==> src/rtl/sos_pkg.sv <==
package sos_pkg;
  typedef enum logic [1:0] {
    LS_I = 2'd0,
    LS_S = 2'd1,
    LS_E = 2'd2,
    LS_M = 2'd3
  } line_state_e;

  typedef enum logic [2:0] {
    ST_IDLE = 3'd0,
    ST_HOLD = 3'd1,
    ST_REQ  = 3'd2,
    ST_WAIT = 3'd3,
    ST_CPL  = 3'd4,
    ST_DONE = 3'd5
  } fsm_e;
endpackage

==> src/rtl/sos_line_buffer.sv <==
module sos_line_buffer #(
  parameter int LINE_BYTES = 64,
  localparam int LINE_W = LINE_BYTES * 8
) (
  input  logic                  clk,
  input  logic                  rst_n,
  input  logic                  clr,
  input  logic                  st_we,
  input  logic [LINE_W-1:0]     st_data,
  input  logic [LINE_BYTES-1:0] st_mask,
  input  logic                  rsp_we,
  input  logic [LINE_W-1:0]     rsp_data,
  output logic [LINE_W-1:0]     data_q,
  output logic [LINE_BYTES-1:0] mask_q,
  output logic [LINE_BYTES-1:0] mask_d
);

  logic [LINE_BYTES-1:0] base_mask;
  logic [LINE_W-1:0]     data_d;
  logic                  data_en;
  logic                  mask_en;

  assign base_mask = clr ? '0 : mask_q;
  assign data_en   = st_we | rsp_we;
  assign mask_en   = clr | st_we | rsp_we;

  always_comb begin
    mask_d = base_mask;
    if (st_we)  mask_d = mask_d | st_mask;
    if (rsp_we) mask_d = '1;
  end

  for (genvar b = 0; b < LINE_BYTES; b++) begin : g_byte
    always_comb begin
      if (st_we && st_mask[b])
        data_d[b*8 +: 8] = st_data[b*8 +: 8];
      else if (rsp_we && !base_mask[b])
        data_d[b*8 +: 8] = rsp_data[b*8 +: 8];
      else
        data_d[b*8 +: 8] = data_q[b*8 +: 8];
    end
  end

  always_ff @(posedge clk or negedge rst_n) begin
    if (!rst_n)       mask_q <= '0;
    else if (mask_en) mask_q <= mask_d;
  end

  always_ff @(posedge clk) begin
    if (data_en) data_q <= data_d;
  end

  // a store byte beats a same-cycle response byte
  p_store_wins_r8: assert property (@(posedge clk) disable iff (!rst_n)
    (st_we && st_mask[0]) |=> (data_q[7:0] == $past(st_data[7:0])));

endmodule

==> src/rtl/sos_req_select.sv <==
module sos_req_select
  import sos_pkg::*;
(
  input  logic [1:0] line_state,
  input  logic       full_cover,
  output logic       use_own,
  output logic       is_upgrade
);

  always_comb begin
    is_upgrade = (line_state == LS_S);
    use_own    = full_cover | is_upgrade;
  end

endmodule

==> src/rtl/sos_event_counters.sv <==
module sos_event_counters #(
  parameter int NUM   = 3,
  parameter int CNT_W = 16
) (
  input  logic                      clk,
  input  logic                      rst_n,
  input  logic [NUM-1:0]            inc,
  output logic [NUM-1:0][CNT_W-1:0] cnt_q
);

  for (genvar i = 0; i < NUM; i++) begin : g_cnt
    logic [CNT_W-1:0] cnt_d;
    assign cnt_d = cnt_q[i] + 1'b1;

    always_ff @(posedge clk or negedge rst_n) begin
      if (!rst_n)      cnt_q[i] <= '0;
      else if (inc[i]) cnt_q[i] <= cnt_d;
    end

    // a counter moves by exactly one
    p_cnt_step_r11: assert property (@(posedge clk) disable iff (!rst_n)
      (cnt_q[i] != $past(cnt_q[i])) |-> (cnt_q[i] == $past(cnt_q[i]) + 1'b1));
  end

endmodule

==> src/rtl/store_miss_own_sel.sv <==
module store_miss_own_sel
  import sos_pkg::*;
#(
  parameter int          LINE_BYTES  = 64,
  parameter int          ADDR_W      = 26,
  parameter int          HOLD_CYCLES = 4,
  parameter int          CNT_W       = 16,
  parameter int          OPC_W       = 12,
  parameter logic [11:0] OPC_OWN     = 12'h248,
  parameter logic [11:0] OPC_RFO     = 12'h200,
  localparam int LINE_W = LINE_BYTES * 8,
  localparam int HOLD_W = (HOLD_CYCLES > 1) ? $clog2(HOLD_CYCLES) : 1
) (
  input  logic                  clk,
  input  logic                  rst_n,
  input  logic                  st_valid,
  output logic                  st_ready,
  input  logic [ADDR_W-1:0]     st_line_addr,
  input  logic [LINE_W-1:0]     st_data,
  input  logic [LINE_BYTES-1:0] st_mask,
  input  logic [1:0]            st_line_state,
  input  logic                  st_flush,
  output logic                  req_valid,
  input  logic                  req_ready,
  output logic [OPC_W-1:0]      req_opcode,
  output logic [ADDR_W-1:0]     req_line_addr,
  input  logic                  rsp_valid,
  input  logic [LINE_W-1:0]     rsp_data,
  output logic                  cpl_valid,
  input  logic                  cpl_ready,
  output logic [ADDR_W-1:0]     cpl_line_addr,
  output logic [LINE_W-1:0]     cpl_data,
  output logic [LINE_BYTES-1:0] cpl_mask,
  output logic [1:0]            cpl_state,
  output logic [CNT_W-1:0]      cnt_own,
  output logic [CNT_W-1:0]      cnt_rfo,
  output logic [CNT_W-1:0]      cnt_upgrade
);

  // reset: asserted asynchronously, released on the clock
  logic [1:0] rst_pipe_q;
  logic       rst_sync_n;

  always_ff @(posedge clk or negedge rst_n) begin
    if (!rst_n) rst_pipe_q <= '0;
    else        rst_pipe_q <= {rst_pipe_q[0], 1'b1};
  end
  assign rst_sync_n = rst_pipe_q[1];

  fsm_e              state_q, state_d;
  logic [ADDR_W-1:0] addr_q;
  logic [1:0]        lstate_q;
  logic              ctx_en;
  logic [HOLD_W-1:0] hold_q, hold_d;
  logic              hold_en;
  logic              own_q, own_d, upg_q, upg_d, flag_en;

  logic idle, same_line, merging, st_fire, alloc, hit_em, hold_last;
  logic req_fire, rsp_take;
  logic [LINE_W-1:0]     buf_data;
  logic [LINE_BYTES-1:0] buf_mask, mask_next;
  logic                  full_next;
  logic [1:0]            sel_state;
  logic                  sel_own, sel_upg;

  assign idle      = (state_q == ST_IDLE);
  assign merging   = (state_q == ST_HOLD) || (state_q == ST_REQ) || (state_q == ST_WAIT);
  assign same_line = (st_line_addr == addr_q);
  assign st_ready  = idle || (merging && same_line);
  assign st_fire   = st_valid && st_ready;
  assign alloc     = idle && st_fire;
  assign hit_em    = st_line_state[1];
  assign hold_last = (hold_q == HOLD_W'(HOLD_CYCLES - 1));
  assign req_fire  = req_valid && req_ready;
  assign rsp_take  = (state_q == ST_WAIT) && rsp_valid && !own_q;
  assign full_next = &mask_next;
  assign sel_state = idle ? st_line_state : lstate_q;

  sos_line_buffer #(.LINE_BYTES(LINE_BYTES)) u_buf (
    .clk      (clk),
    .rst_n    (rst_sync_n),
    .clr      (alloc),
    .st_we    (st_fire),
    .st_data  (st_data),
    .st_mask  (st_mask),
    .rsp_we   (rsp_take),
    .rsp_data (rsp_data),
    .data_q   (buf_data),
    .mask_q   (buf_mask),
    .mask_d   (mask_next)
  );

  sos_req_select u_sel (
    .line_state (sel_state),
    .full_cover (full_next),
    .use_own    (sel_own),
    .is_upgrade (sel_upg)
  );

  // next-state
  always_comb begin
    state_d = state_q;
    hold_d  = hold_q;
    hold_en = 1'b0;
    ctx_en  = 1'b0;
    own_d   = own_q;
    upg_d   = upg_q;
    flag_en = 1'b0;
    unique case (state_q)
      ST_IDLE: begin
        if (alloc) begin
          ctx_en  = 1'b1;
          hold_en = 1'b1;
          hold_d  = '0;
          flag_en = 1'b1;
          if (hit_em) begin
            own_d   = 1'b1;
            upg_d   = 1'b0;
            state_d = ST_CPL;
          end else begin
            own_d   = sel_own;
            upg_d   = sel_upg;
            state_d = (full_next || st_flush) ? ST_REQ : ST_HOLD;
          end
        end
      end
      ST_HOLD: begin
        if (full_next || (st_fire && st_flush) || hold_last) begin
          flag_en = 1'b1;
          own_d   = sel_own;
          upg_d   = sel_upg;
          state_d = ST_REQ;
        end else begin
          hold_en = 1'b1;
          hold_d  = hold_q + 1'b1;
        end
      end
      ST_REQ:  if (req_fire)  state_d = ST_WAIT;
      ST_WAIT: if (rsp_valid) state_d = ST_CPL;
      ST_CPL:  if (cpl_ready) state_d = ST_DONE;
      ST_DONE: state_d = ST_IDLE;
      default: state_d = ST_IDLE;
    endcase
  end

  // registers
  always_ff @(posedge clk or negedge rst_sync_n) begin
    if (!rst_sync_n) state_q <= ST_IDLE;
    else             state_q <= state_d;
  end

  always_ff @(posedge clk or negedge rst_sync_n) begin
    if (!rst_sync_n) begin
      addr_q   <= '0;
      lstate_q <= LS_I;
    end else if (ctx_en) begin
      addr_q   <= st_line_addr;
      lstate_q <= st_line_state;
    end
  end

  always_ff @(posedge clk or negedge rst_sync_n) begin
    if (!rst_sync_n)  hold_q <= '0;
    else if (hold_en) hold_q <= hold_d;
  end

  always_ff @(posedge clk or negedge rst_sync_n) begin
    if (!rst_sync_n) begin
      own_q <= 1'b0;
      upg_q <= 1'b0;
    end else if (flag_en) begin
      own_q <= own_d;
      upg_q <= upg_d;
    end
  end

  // outputs
  assign req_valid     = (state_q == ST_REQ);
  assign req_opcode    = own_q ? OPC_W'(OPC_OWN) : OPC_W'(OPC_RFO);
  assign req_line_addr = addr_q;
  assign cpl_valid     = (state_q == ST_CPL);
  assign cpl_line_addr = addr_q;
  assign cpl_data      = buf_data;
  assign cpl_mask      = buf_mask;
  assign cpl_state     = LS_M;

  logic [2:0]            cnt_inc;
  logic [2:0][CNT_W-1:0] cnt_vec;

  assign cnt_inc = {req_fire && upg_q, req_fire && !own_q, req_fire && own_q};

  sos_event_counters #(.NUM(3), .CNT_W(CNT_W)) u_cnt (
    .clk   (clk),
    .rst_n (rst_sync_n),
    .inc   (cnt_inc),
    .cnt_q (cnt_vec)
  );

  assign cnt_own     = cnt_vec[0];
  assign cnt_rfo     = cnt_vec[1];
  assign cnt_upgrade = cnt_vec[2];

  // a pending request holds its type and address until accepted
  p_req_hold_r2: assert property (@(posedge clk) disable iff (!rst_sync_n)
    (req_valid && !req_ready) |=>
      (req_valid && $stable(req_opcode) && $stable(req_line_addr)));

  // a fully covered line never goes out as a read-for-ownership
  p_full_own_r4: assert property (@(posedge clk) disable iff (!rst_sync_n)
    ($rose(req_valid) && (&buf_mask)) |-> (req_opcode == OPC_W'(OPC_OWN)));

  // an exclusive or modified hit skips the fabric
  p_em_no_req_r7: assert property (@(posedge clk) disable iff (!rst_sync_n)
    (alloc && hit_em) |=> (cpl_valid && !req_valid));

  // after a read-for-ownership every completion byte is valid
  p_rfo_full_r8: assert property (@(posedge clk) disable iff (!rst_sync_n)
    (cpl_valid && !own_q) |-> (&cpl_mask));

  // another line is held off while a miss is outstanding
  p_other_line_r9: assert property (@(posedge clk) disable iff (!rst_sync_n)
    ((state_q == ST_WAIT) && st_valid && (st_line_addr != addr_q)) |-> !st_ready);

  // one quiet cycle after the completion handshake
  p_done_gap_r12: assert property (@(posedge clk) disable iff (!rst_sync_n)
    (cpl_valid && cpl_ready) |=> (!cpl_valid && !st_ready));

endmodule

==> config.mk <==
export PLATFORM = sky130hd
export DESIGN_NAME = store_miss_own_sel
export DESIGN_NICKNAME = d
export VERILOG_FILES = /design/src/rtl/sos_pkg.sv /design/src/rtl/sos_line_buffer.sv /design/src/rtl/sos_req_select.sv /design/src/rtl/sos_event_counters.sv /design/src/rtl/store_miss_own_sel.sv
export SDC_FILE = /design/constraint.sdc
export NUM_CORES = 1
export LEC_CHECK = 0
export CORE_AREA = 3 3 715 717
export DETAILED_ROUTE_END_ITERATION = 12
export DIE_AREA = 0 0 718 720
export PLACE_DENSITY = 0.3
export SLEW_MARGIN = 10
export SYNTH_ARGS = -nofsm -noshare
export SYNTH_HDL_FRONTEND = slang
export SYNTH_SLANG_ARGS = --single-unit
==> constraint.sdc <==
create_clock -name clk -period 7.1 [get_ports clk]
set_clock_uncertainty 0.15 [all_clocks]
set_input_delay 1.775 -clock clk [delete_from_list [all_inputs] [get_ports clk]]
set_output_delay 1.775 -clock clk [all_outputs]
set_load 0.02 [all_outputs]
==> results.py <==
metrics = {
    "global_routing": {
        "met2_usage": 0.260,
        "grt_pass1_wl_um": 460000,
        "track_usage": 0.146,
        "grt_util_met3": 0.0630,
        "grt_pass1_vias": 28900,
        "met1_usage": 0.161,
        "antenna_found_initial": 366,
        "overflow": 0,
        "busiest_layer": "met2",
        "grt_max_degree": 65,
    },
    "logic_synthesis": {
        "synth_cell_type_count": 61,
        "synth_top_area_frac": 0.523,
        "synth_commonest_cells": "edfxtp_1, mux2_2, nand2_1",
        "synth-main-ff-cell": "edfxtp_1",
        "synth_area_leaders": "edfxtp_1, mux2_2, dfrtp_1, nand2_1, xor2_1",
        "seq_area_frac_synth": 0.650,
        "synth_area_leader_cell": "edfxtp_1",
        "synth-edff-count": 512,
        "syn_area_um2": 29400,
        "synth-seq-cells": 661,
        "yosysWarningCount": 0,
        "synthArstFlopShare": 0.225,
        "synthMostInstantiatedCell": "edfxtp_1",
        "avgSynthCellArea_um2": 14.2,
        "syn_inst": 2069,
    },
    "pwr": {
        "power.density_nw_per_um2": 312,
        "ir_worst_vdd_mv": 0.180,
        "power.leakage_nw": 20.1,
        "fin_total_pwr_w": 0.0187,
    },
    "final_layout": {
        "fill_cells": 57200,
        "area_delta_synth_final_pct": 104,
        "nets": 5114,
        "fin_area_um2": 59900,
        "regArea_um2": 19100,
        "multi_input_area_um2": 9870,
        "drive_above_1_share": 0.192,
    },
    "drt": {
        "drc": 0,
        "via_per_inst": 2.63,
        "drtIter0Drc": 2334,
        "drt_pre_antenna_iters": 5,
        "finalWirelength_um": 393000,
        "wl_per_cell_um": 36.2,
        "via_count": 28600,
        "detail-route-antenna-nets": 0,
    },
    "clock_tree": {
        "clkLatencyLatePin_ns": 0.88,
        "path_clk_slew_ns": 0.06,
        "clockRootBuffer": "clkbuf_16",
        "cts.sinks": 661,
        "cts-root-to-sink-buffers": 4,
        "cts_tree": "yes",
        "htree_levels": 3,
        "cts_buffers": 108,
        "post-cts-setup-buffers": 0,
        "cts.repair.resized": 0,
        "cts_hold_buf": 0,
    },
    "run_status": {
        "status": "finished, final reports clean",
    },
    "worst_setup_path": {
        "start_kind": "input port",
        "criticalPathCategory": "in -> out",
        "reg2reg_depth": 12,
        "max_stage_delay_ns": 0.44,
        "cp.arrival_ns": 3.79,
        "crit_fanout": 15,
        "cp_cell_sequence": "clkdlybuf4s50_1 -> xor2_1 -> nor4_1 -> nand4_2 -> buf_4 -> o21bai_1 -> buf_12",
        "reg2reg_from": "state_q[0]",
        "setup.worst_path.end_class": "output port",
        "required_ns": 5.18,
        "cpMaxStageDelayCell": "o21bai_1",
        "startpoint": "st_line_addr[13]",
    },
    "job": {
        "maxCapViolations": 0,
    },
    "placed_design": {
        "gp_congestion": 0.971,
        "dp_hpwl_um": 356000,
        "place_area_um2": 56200,
        "port_buffers": 1803,
    },
    "timing": {
        "period_share": 0.805,
        "tightest_slew_ns": 1.16,
        "rsz0062_at_grt": "false",
        "period_minus_slack_ns": 5.72,
        "hold_violations": 0,
        "setup_tns_ns": 0,
        "hold_ws_ns": 0.190,
        "slew_viol_final": 0,
        "max-slew-margin-rel": 0.220,
        "setup_viol": 0,
        "fmax_ghz": 0.175,
    },
    "die": {
        "die_area_um2": 517000,
        "io_pins": 1816,
        "core_area_um2": 505000,
        "die_y_um": 720,
        "row_count": 261,
        "die_w_um": 718,
        "initial_core_util": 0.0582,
    },
    "hold_path": {
        "hold_class": "reg -> async",
    },
}
state kept, by name, indices dropped and copies added, names as in the netlist:
signal / flops
u_buf.data_q: 512
u_buf.mask_q: 64
u_cnt.cnt_q: 48
cpl_line_addr: 26
state_q: 3
hold_q: 2
lstate_q: 2
rst_pipe_q: 2
own_q: 1
upg_q: 1
through the flow:
step / utilization / std cells / setup WS (ns)
floorplan: - / 2080 / 2.16
global placement: 0.111 / 10600 / 0.294
global route: 0.118 / 10800 / 1.18
CTS: 0.118 / 10800 / 1.25
finish: 0.119 / 10800 / 1.38
detailed placement: 0.111 / 10600 / 0.494
per-layer routing:
metal  part of all wire  vias to the layer above  wire length, µm
met1               0.37                    14400           146000
met2               0.50                     1939           196000
li1                   -                    11600                -
met4              0.023                      112             9120
met5             0.0018                        -              720
met3               0.11                      544            41500
path summary, 6_finish.rpt:
kind / to / slack [ns]
hold / removal: u_cnt.cnt_q[19] / 0.19
min in group clk: rst_pipe_q[1] / 0.20
hold reg to reg: u_cnt.cnt_q[19] / 0.19
setup / recovery: st_ready / 1.38
max in group asynchronous: u_buf.mask_q[51] / 4.86
setup reg to reg: upg_q / 2.39
kinds of logic after synthesis:
| logic type | count (synthesis) | share of synthesized area |
|---|---|---|
| flops | 661 | 0.650 |
| other cells | 2 | 0.000255 |
| mux | 495 | 0.189 |
| xor+xnor | 71 | 0.0211 |
| buf+inv | 104 | 0.0198 |
| fa+ha+maj | 4 | 0.00170 |
| compound gates | 142 | 0.0294 |
| simple gates | 590 | 0.0886 |
critical path: cells and delay by family:
family          cells  cell delay, ns
simple gates        2            0.54
compound gates      1            0.44
buf+inv             3            0.87
xor+xnor            1            0.15
layout by cell type (no fill, tap or decap), types with 10 or more instances in the layout:
master,Yosys,layout
a21oi_1,63,61
and2_1,12,12
and3_1,10,10
buf_4,43,84
clkbuf_1,35,28
clkbuf_16,0,109
clkdlybuf4s50_1,0,1801
clkinv_2,0,18
conb_1,2,13
dfrtp_1,149,148
diode_2,0,66
edfxtp_1,512,512
mux2_2,491,491
nand2_1,392,392
nand3_1,72,72
nand4_1,22,22
nor2_1,35,35
nor4_1,13,12
o21ai_0,28,21
xnor2_1,29,29
xor2_1,42,42
where the power goes:
part | switching (W) | internal [W] | leakage [nW]
Sequential | 0.00116 | 0.00513 | 6.56
Combinational | 0.00413 | 0.00272 | 11.8
Clock | 0.00232 | 0.00321 | 1.70
Total | 0.00761 | 0.0111 | 20.1
cell type report:
cell class / count / share of cell area
clock inverters: 52 / 0.00911
clock buffers: 146 / 0.0494
well taps: 6706 / 0.140
multi-input cells: 1315 / 0.165
inverters: 6 / 0.000376
diodes: 66 / 0.00276
repair buffers: 1895 / 0.315
flip-flops and latches: 661 / 0.319
Note: power is estimated with default switching activity, not from simulation.
